**src/rtl/i2c_cfg_pkg.sv**
```systemverilog
package i2c_cfg_pkg;

  typedef enum logic [1:0] {
    OP_START = 2'd0,
    OP_WRITE = 2'd1,
    OP_READ  = 2'd2,
    OP_STOP  = 2'd3
  } op_e;

  typedef enum logic [1:0] {
    S_IDLE = 2'd0,
    S_LOAD = 2'd1,
    S_WAIT = 2'd2
  } seq_state_e;

  // commands in a status-read and in a register-write transaction
  localparam int RD_OPS = 9;
  localparam int WR_OPS = 7;
  localparam int IDX_W  = 4;

endpackage

```
**src/rtl/i2c_cfg_cmd_table.sv**
```systemverilog
module i2c_cfg_cmd_table
  import i2c_cfg_pkg::*;
#(
  parameter logic [6:0]         DEV_ADDR   = 7'h2A,
  parameter logic [15:0]        STATUS_REG = 16'h0002,
  parameter int                 N_CFG      = 3,
  parameter logic [N_CFG*16-1:0] CFG_REGS  = {16'h0004, 16'h000A, 16'h0008},
  parameter logic [N_CFG*16-1:0] CFG_DATA  = {16'h0101, 16'h0002, 16'h0001},
  localparam int                N_STEPS    = N_CFG + 2,
  localparam int                STEP_W     = $clog2(N_STEPS)
) (
  input  logic [STEP_W-1:0] step,
  input  logic [IDX_W-1:0]  idx,
  output op_e               op,
  output logic [7:0]        wbyte,
  output logic              rd_nack,
  output logic              last
);

  logic        is_rd;
  logic [15:0] reg_addr;
  logic [15:0] reg_data;
  int unsigned cfg_i;

  always_comb begin
    is_rd = (step == '0) || (step == STEP_W'(N_STEPS - 1));
    cfg_i = is_rd ? 0 : (int'(step) - 1);
    reg_addr = is_rd ? STATUS_REG : CFG_REGS[16*cfg_i +: 16];
    reg_data = is_rd ? 16'h0000   : CFG_DATA[16*cfg_i +: 16];
    last     = is_rd ? (idx == IDX_W'(RD_OPS - 1)) : (idx == IDX_W'(WR_OPS - 1));
    op       = OP_STOP;
    wbyte    = 8'h00;
    rd_nack  = 1'b0;
    if (is_rd) begin
      case (idx)
        4'd0: op = OP_START;
        4'd1: begin op = OP_WRITE; wbyte = {DEV_ADDR, 1'b0}; end
        4'd2: begin op = OP_WRITE; wbyte = reg_addr[15:8]; end
        4'd3: begin op = OP_WRITE; wbyte = reg_addr[7:0]; end
        4'd4: op = OP_START;
        4'd5: begin op = OP_WRITE; wbyte = {DEV_ADDR, 1'b1}; end
        4'd6: op = OP_READ;
        4'd7: begin op = OP_READ; rd_nack = 1'b1; end
        default: op = OP_STOP;
      endcase
    end else begin
      case (idx)
        4'd0: op = OP_START;
        4'd1: begin op = OP_WRITE; wbyte = {DEV_ADDR, 1'b0}; end
        4'd2: begin op = OP_WRITE; wbyte = reg_addr[15:8]; end
        4'd3: begin op = OP_WRITE; wbyte = reg_addr[7:0]; end
        4'd4: begin op = OP_WRITE; wbyte = reg_data[15:8]; end
        4'd5: begin op = OP_WRITE; wbyte = reg_data[7:0]; end
        default: op = OP_STOP;
      endcase
    end
  end

endmodule

```
**src/rtl/i2c_cfg_status_cap.sv**
```systemverilog
module i2c_cfg_status_cap #(
  parameter int WORD_W = 16,
  localparam int HALF_W = WORD_W / 2
) (
  input  logic              clk,
  input  logic              rst,
  input  logic              clr,
  input  logic              wr_en,
  input  logic              sel_final,
  input  logic              hi_half,
  input  logic [HALF_W-1:0] din,
  output logic [WORD_W-1:0] word_first,
  output logic [WORD_W-1:0] word_final
);

  always_ff @(posedge clk) begin
    if (rst || clr) begin
      word_first <= '0;
      word_final <= '0;
    end else if (wr_en) begin
      if (sel_final) begin
        if (hi_half) word_final[WORD_W-1:HALF_W] <= din;
        else         word_final[HALF_W-1:0]      <= din;
      end else begin
        if (hi_half) word_first[WORD_W-1:HALF_W] <= din;
        else         word_first[HALF_W-1:0]      <= din;
      end
    end
  end

endmodule

```
**src/rtl/i2c_cfg_sequencer.sv**
```systemverilog
module i2c_cfg_sequencer
  import i2c_cfg_pkg::*;
#(
  parameter logic [6:0]          DEV_ADDR   = 7'h2A,
  parameter logic [15:0]         STATUS_REG = 16'h0002,
  parameter int                  N_CFG      = 3,
  parameter logic [N_CFG*16-1:0] CFG_REGS   = {16'h0004, 16'h000A, 16'h0008},
  parameter logic [N_CFG*16-1:0] CFG_DATA   = {16'h0101, 16'h0002, 16'h0001}
) (
  input  logic                             clk,
  input  logic                             rst,
  input  logic                             start,
  output logic                             busy,
  output logic                             done,
  output logic                             error,
  output logic [$clog2(N_CFG+2)-1:0]       err_step,
  output logic [15:0]                      status_first,
  output logic [15:0]                      status_final,
  output logic                             cmd_req,
  output logic [1:0]                       cmd_op,
  output logic [7:0]                       cmd_wdata,
  output logic                             cmd_rd_nack,
  input  logic                             cmd_ack,
  input  logic                             rsp_nack,
  input  logic [7:0]                       rsp_rdata
);

  localparam int N_STEPS = N_CFG + 2;
  localparam int STEP_W  = $clog2(N_STEPS);

  seq_state_e        state;
  logic [STEP_W-1:0] step;
  logic [IDX_W-1:0]  idx;
  logic              abort;

  op_e               t_op;
  logic [7:0]        t_byte;
  logic              t_rd_nack;
  logic              t_last;
  logic [IDX_W-1:0]  t_stop_idx;

  i2c_cfg_cmd_table #(
    .DEV_ADDR   (DEV_ADDR),
    .STATUS_REG (STATUS_REG),
    .N_CFG      (N_CFG),
    .CFG_REGS   (CFG_REGS),
    .CFG_DATA   (CFG_DATA)
  ) u_table (
    .step    (step),
    .idx     (idx),
    .op      (t_op),
    .wbyte   (t_byte),
    .rd_nack (t_rd_nack),
    .last    (t_last)
  );

  // index of the closing STOP in the current transaction
  assign t_stop_idx = ((step == '0) || (step == STEP_W'(N_STEPS - 1))) ?
                      IDX_W'(RD_OPS - 1) : IDX_W'(WR_OPS - 1);

  logic accept;
  logic acked;
  assign accept = (state == S_IDLE) && start;
  assign acked  = (state == S_WAIT) && cmd_ack;

  always_ff @(posedge clk) begin
    if (rst) begin
      state       <= S_IDLE;
      step        <= '0;
      idx         <= '0;
      abort       <= 1'b0;
      busy        <= 1'b0;
      done        <= 1'b0;
      error       <= 1'b0;
      err_step    <= '0;
      cmd_req     <= 1'b0;
      cmd_op      <= OP_START;
      cmd_wdata   <= '0;
      cmd_rd_nack <= 1'b0;
    end else begin
      case (state)
        S_IDLE: begin
          if (start) begin
            step     <= '0;
            idx      <= '0;
            abort    <= 1'b0;
            busy     <= 1'b1;
            done     <= 1'b0;
            error    <= 1'b0;
            err_step <= '0;
            state    <= S_LOAD;
          end
        end
        S_LOAD: begin
          cmd_req     <= 1'b1;
          cmd_op      <= t_op;
          cmd_wdata   <= t_byte;
          cmd_rd_nack <= t_rd_nack;
          state       <= S_WAIT;
        end
        S_WAIT: begin
          if (cmd_ack) begin
            cmd_req <= 1'b0;
            if (abort) begin
              state <= S_IDLE;
              busy  <= 1'b0;
              error <= 1'b1;
            end else if ((cmd_op == OP_WRITE) && rsp_nack) begin
              abort    <= 1'b1;
              err_step <= step;
              idx      <= t_stop_idx;
              state    <= S_LOAD;
            end else if (t_last) begin
              if (step == STEP_W'(N_STEPS - 1)) begin
                state <= S_IDLE;
                busy  <= 1'b0;
                done  <= 1'b1;
              end else begin
                step  <= step + 1'b1;
                idx   <= '0;
                state <= S_LOAD;
              end
            end else begin
              idx   <= idx + 1'b1;
              state <= S_LOAD;
            end
          end
        end
        default: state <= S_IDLE;
      endcase
    end
  end

  i2c_cfg_status_cap #(.WORD_W(16)) u_cap (
    .clk        (clk),
    .rst        (rst),
    .clr        (accept),
    .wr_en      (acked && (cmd_op == OP_READ) && !abort),
    .sel_final  (step != '0),
    .hi_half    (!cmd_rd_nack),
    .din        (rsp_rdata),
    .word_first (status_first),
    .word_final (status_final)
  );

  AST_REQ_HOLD: assert property (@(posedge clk) disable iff (rst)
    (cmd_req && !cmd_ack) |=> (cmd_req && $stable(cmd_op) && $stable(cmd_wdata)));
  AST_REQ_GAP: assert property (@(posedge clk) disable iff (rst)
    (cmd_req && cmd_ack) |=> !cmd_req);
  AST_NACK_STOP: assert property (@(posedge clk) disable iff (rst)
    (cmd_req && cmd_ack && (cmd_op == OP_WRITE) && rsp_nack && !abort)
    |=> ##1 (cmd_req && (cmd_op == OP_STOP)));
  AST_FLAGS_EXCL: assert property (@(posedge clk) disable iff (rst)
    !(done && error));
  AST_BUSY_QUIET: assert property (@(posedge clk) disable iff (rst)
    busy |-> (!done && !error));
  AST_REQ_ONLY_BUSY: assert property (@(posedge clk) disable iff (rst)
    cmd_req |-> busy);
  AST_ERR_STEP_RANGE: assert property (@(posedge clk) disable iff (rst)
    error |-> (err_step <= STEP_W'(N_STEPS - 1)));

endmodule

```
**config.mk**
```make
export PLATFORM = sky130hd
export DESIGN_NAME = i2c_cfg_sequencer
export DESIGN_NICKNAME = d
export VERILOG_FILES = /design/src/rtl/i2c_cfg_pkg.sv /design/src/rtl/i2c_cfg_cmd_table.sv /design/src/rtl/i2c_cfg_status_cap.sv /design/src/rtl/i2c_cfg_sequencer.sv
export SDC_FILE = /design/constraint.sdc
export NUM_CORES = 1
export LEC_CHECK = 0
export ABC_AREA = 1
export CAP_MARGIN = 20
export CORE_ASPECT_RATIO = 0.6
export CORE_UTILIZATION = 45
export CTS_CLUSTER_SIZE = 25
export DETAILED_ROUTE_END_ITERATION = 10
export PLACE_DENSITY_LB_ADDON = 0.3
export SYNTH_ARGS = -nofsm -noshare
export SYNTH_HDL_FRONTEND = slang
export SYNTH_SLANG_ARGS = --single-unit
export TNS_END_PERCENT = 5
```
**constraint.sdc**
```tcl
create_clock -name clk -period 1.8 [get_ports clk]
set_input_delay 0.36 -clock clk [delete_from_list [all_inputs] [get_ports clk]]
set_output_delay 0.36 -clock clk [all_outputs]
set_load 0.02 [all_outputs]
```
==> results.cfg <==
[place]
post-place-ws_ns = -0.167
place_area_sq_um = 3580
numPortBuffers = 60
hpwl_um = 5840
gp_congestion = 0.876

[hold_path]
hold_path_class = register to register
min_delay_worst_endpoint = busy
hp-start = busy
whs_path_depth = 2

[critical_path]
arrival_ns = 1.96
crit_fanout = 9
max_stage_delay_ns = 0.31
crit_chain = inv_1 -> ha_4 -> clkinv_1 -> nor2_2 -> inv_1 -> nor2_4 -> nand2_2 -> nand2_1 -> a21oi_1
cp.required_ns = 2.04
path_buf_inv = 3
cp-end-kind = register
cp_slowest_cell = dfxtp_1
r2r-start = step[1]
crit_type = register to register
worstSetupStartpointType = register
critPathMostFrequentCell = inv_1
r2r_setup_slack_ns = 0.08
cp_top_family = simple AND/OR/NAND/NOR gates
crit-reg2reg-capture = u_cap.word_first[13]
rr_worst_depth = 9

[timing]
hold_viol = 0
finalCritPeriodShare_pct = 95.7
rsz0062_at_grt = yes
slew_viol_final = 0
finalCriticalPeriod_ns = 1.72
fin_tns_setup_ns = 0
hold_ws_ns = 0.461
max_freq_mhz = 581
setup_viol = 0
fin_ws_ns = 0.0777
finClkSkew_ns = 0.00709

[layout]
nNetsFinal = 495
final_common_cell = nand2_1
layout_common_cells = nand2_1, clkdlybuf4s50_1, dfxtp_1, a21oi_1, nand3_1
post-route-util_pct = 67.3
diodes = 0
fillers = 478
stdcell_area_sq_um = 3820
area_growth_pct = 41.9
drive_gt1_share_pct = 12.3

[route]
wire_per_inst_um = 14.4
antenna_left = 0
vias = 2920
remaining_drc_errors = 0
drt_iter0_drc = 300
routed_wl_um = 8050
first_pass_iters = 6
viasPerCell = 5.23

[die]
ios = 63
start_util_pct = 47.4
placementRows = 21
die_width_um = 102
coreArea_sq_um = 5680
dieArea_sq_um = 6300
die_h_um = 61.9

[power_and_ir_drop]
powerDensity_nw_per_um2 = 765
p_leak_nw = 1.51
vdd.ir_drop.worst_uv = 537

[cts]
ctsHoldBuffers = 0
htreeDepth = 3
cts_tree = yes
cts.path.max_buffers = 2
clock-root-buffer = clkbuf_8
clock-sinks = 57
cts_buffers = 9
insertion_delay_ns = 0.34
clk_pin_slew_ns = 0.07

[status]
status = complete, no violations

[run]
maxCapViolations = 0

[global_routing]
grt_max_degree = 33
grt_pass1_vias = 2405
grt_pass1_wl_um = 12100
grtUsageTotal_pct = 26.4
grt-ovfl-total = 0
antenna_found_initial = 0

[yosys]
syn-instance-count = 384
ys_ff_latch = 57
syn-cell-area_sq_um = 2690
synth_area_per_cell_sq_um = 7.01
ys_types = 25
ys_warn_count = 0
synth_seq_area_share_pct = 42.4
==> through the flow <==
stage | std cells | total power [W]
floorplan | 385 | 0.00157
global placement | 540 | 0.00174
detailed placement | 540 | 0.00175
CTS | 556 | 0.00291
global route | 558 | 0.00303
finish | 558 | 0.00292
==> where the power goes <==
part	internal, W	switching, W
Clock	0.000671	0.000518
Sequential	0.00129	0.0000286
Combinational	0.000161	0.000253
==> tightest hold or removal path: cells and delay by family, from the launching register on <==
kind             cells  cell delay, ns
AO/OA/AOI/OAI        1            0.05
AND/OR/NAND/NOR      1            0.06
flip-flops           1            0.31
==> routing by layer <==
metal	GRT usage [%]	wire, um
met5	0	0
met4	8.16	68
met3	9.40	941
met2	34.2	3220
met1	39.8	3810
==> synthesized netlist by cell type <==
cell,count,area [sq um]
nand2_1,95,357
dfxtp_1,57,1140
a21oi_1,53,265
nand3_1,51,255
nor2_1,38,143
inv_1,35,131
o21ai_0,12,60.1
ha_1,9,113
clkbuf_1,6,22.5
buf_2,5,25.0
buf_4,4,30.0
a22oi_1,2,15.0
clkinv_1,2,7.51
nor2_4,2,22.5
nor3_1,2,10.0
o211ai_1,2,15.0
a31oi_1,1,6.26
a32oi_1,1,8.76
conb_1,1,3.75
nand3b_1,1,7.51
nor2_2,1,6.26
nor4_4,1,21.3
o21a_1,1,7.51
xnor2_1,1,8.76
xor2_1,1,8.76
==> state kept, by name, indices dropped and copies added (netlist names) <==
register,cells
abort,1
busy,1
cmd_op,2
cmd_rd_nack,1
cmd_req,1
cmd_wdata,5
done,1
err_step,3
error,1
idx,4
state,2
step,3
u_cap.word_final,16
u_cap.word_first,16
==> cell families after synthesis <==
| group | Yosys count | share of synthesized area [%] |
|---|---|---|
| xor gates and xnor gates | 2 | 0.651 |
| buffers and inverters | 52 | 8.04 |
| adders and majority gates | 9 | 4.18 |
| other | 1 | 0.139 |
| and+or+nand+nor | 191 | 30.5 |
| DFF | 57 | 42.4 |
| AOI/OAI and AO/OA | 72 | 14.0 |
==> final cells by class <==
cell class	count	area, sq um	share of cell area (%)
Timing Repair Buffer	92	877	23.0
Sequential cell	57	1140	29.9
Clock inverter	5	55.1	1.44
Inverter	37	139	3.64
Clock buffer	11	141	3.70
Tap cell	80	100	2.62
Multi-Input combinational cell	276	1370	35.7
==> worst max-delay path by stage <==
| stage | end | slack [ns] | cells after the start | start |
|---|---|---|---|---|
| after floorplan | u_cap.word_final[10] | -0.02 | 9 | step[0] |
| after global placement | idx[0] | -0.12 | 6 | cmd_ack |
| after detailed placement | idx[0] | -0.17 | 6 | cmd_ack |
| after CTS | u_cap.word_first[3] | 0.01 | 9 | step[1] |
| after global routing | u_cap.word_first[12] | -0.03 | 9 | step[1] |
| final | u_cap.word_first[13] | 0.08 | 9 | step[1] |
==> repair_timing <==
| action | in CTS | in global routing |
|---|---|---|
| pin swaps | 0 | 1 |
| resized for setup | 4 | 6 |
| hold endpoints to repair | 0 | 0 |
| endpoints found under the setup margin | 17 | 24 |
| setup buffers | 0 | 2 |
Power figures use the tool's default switching activity.
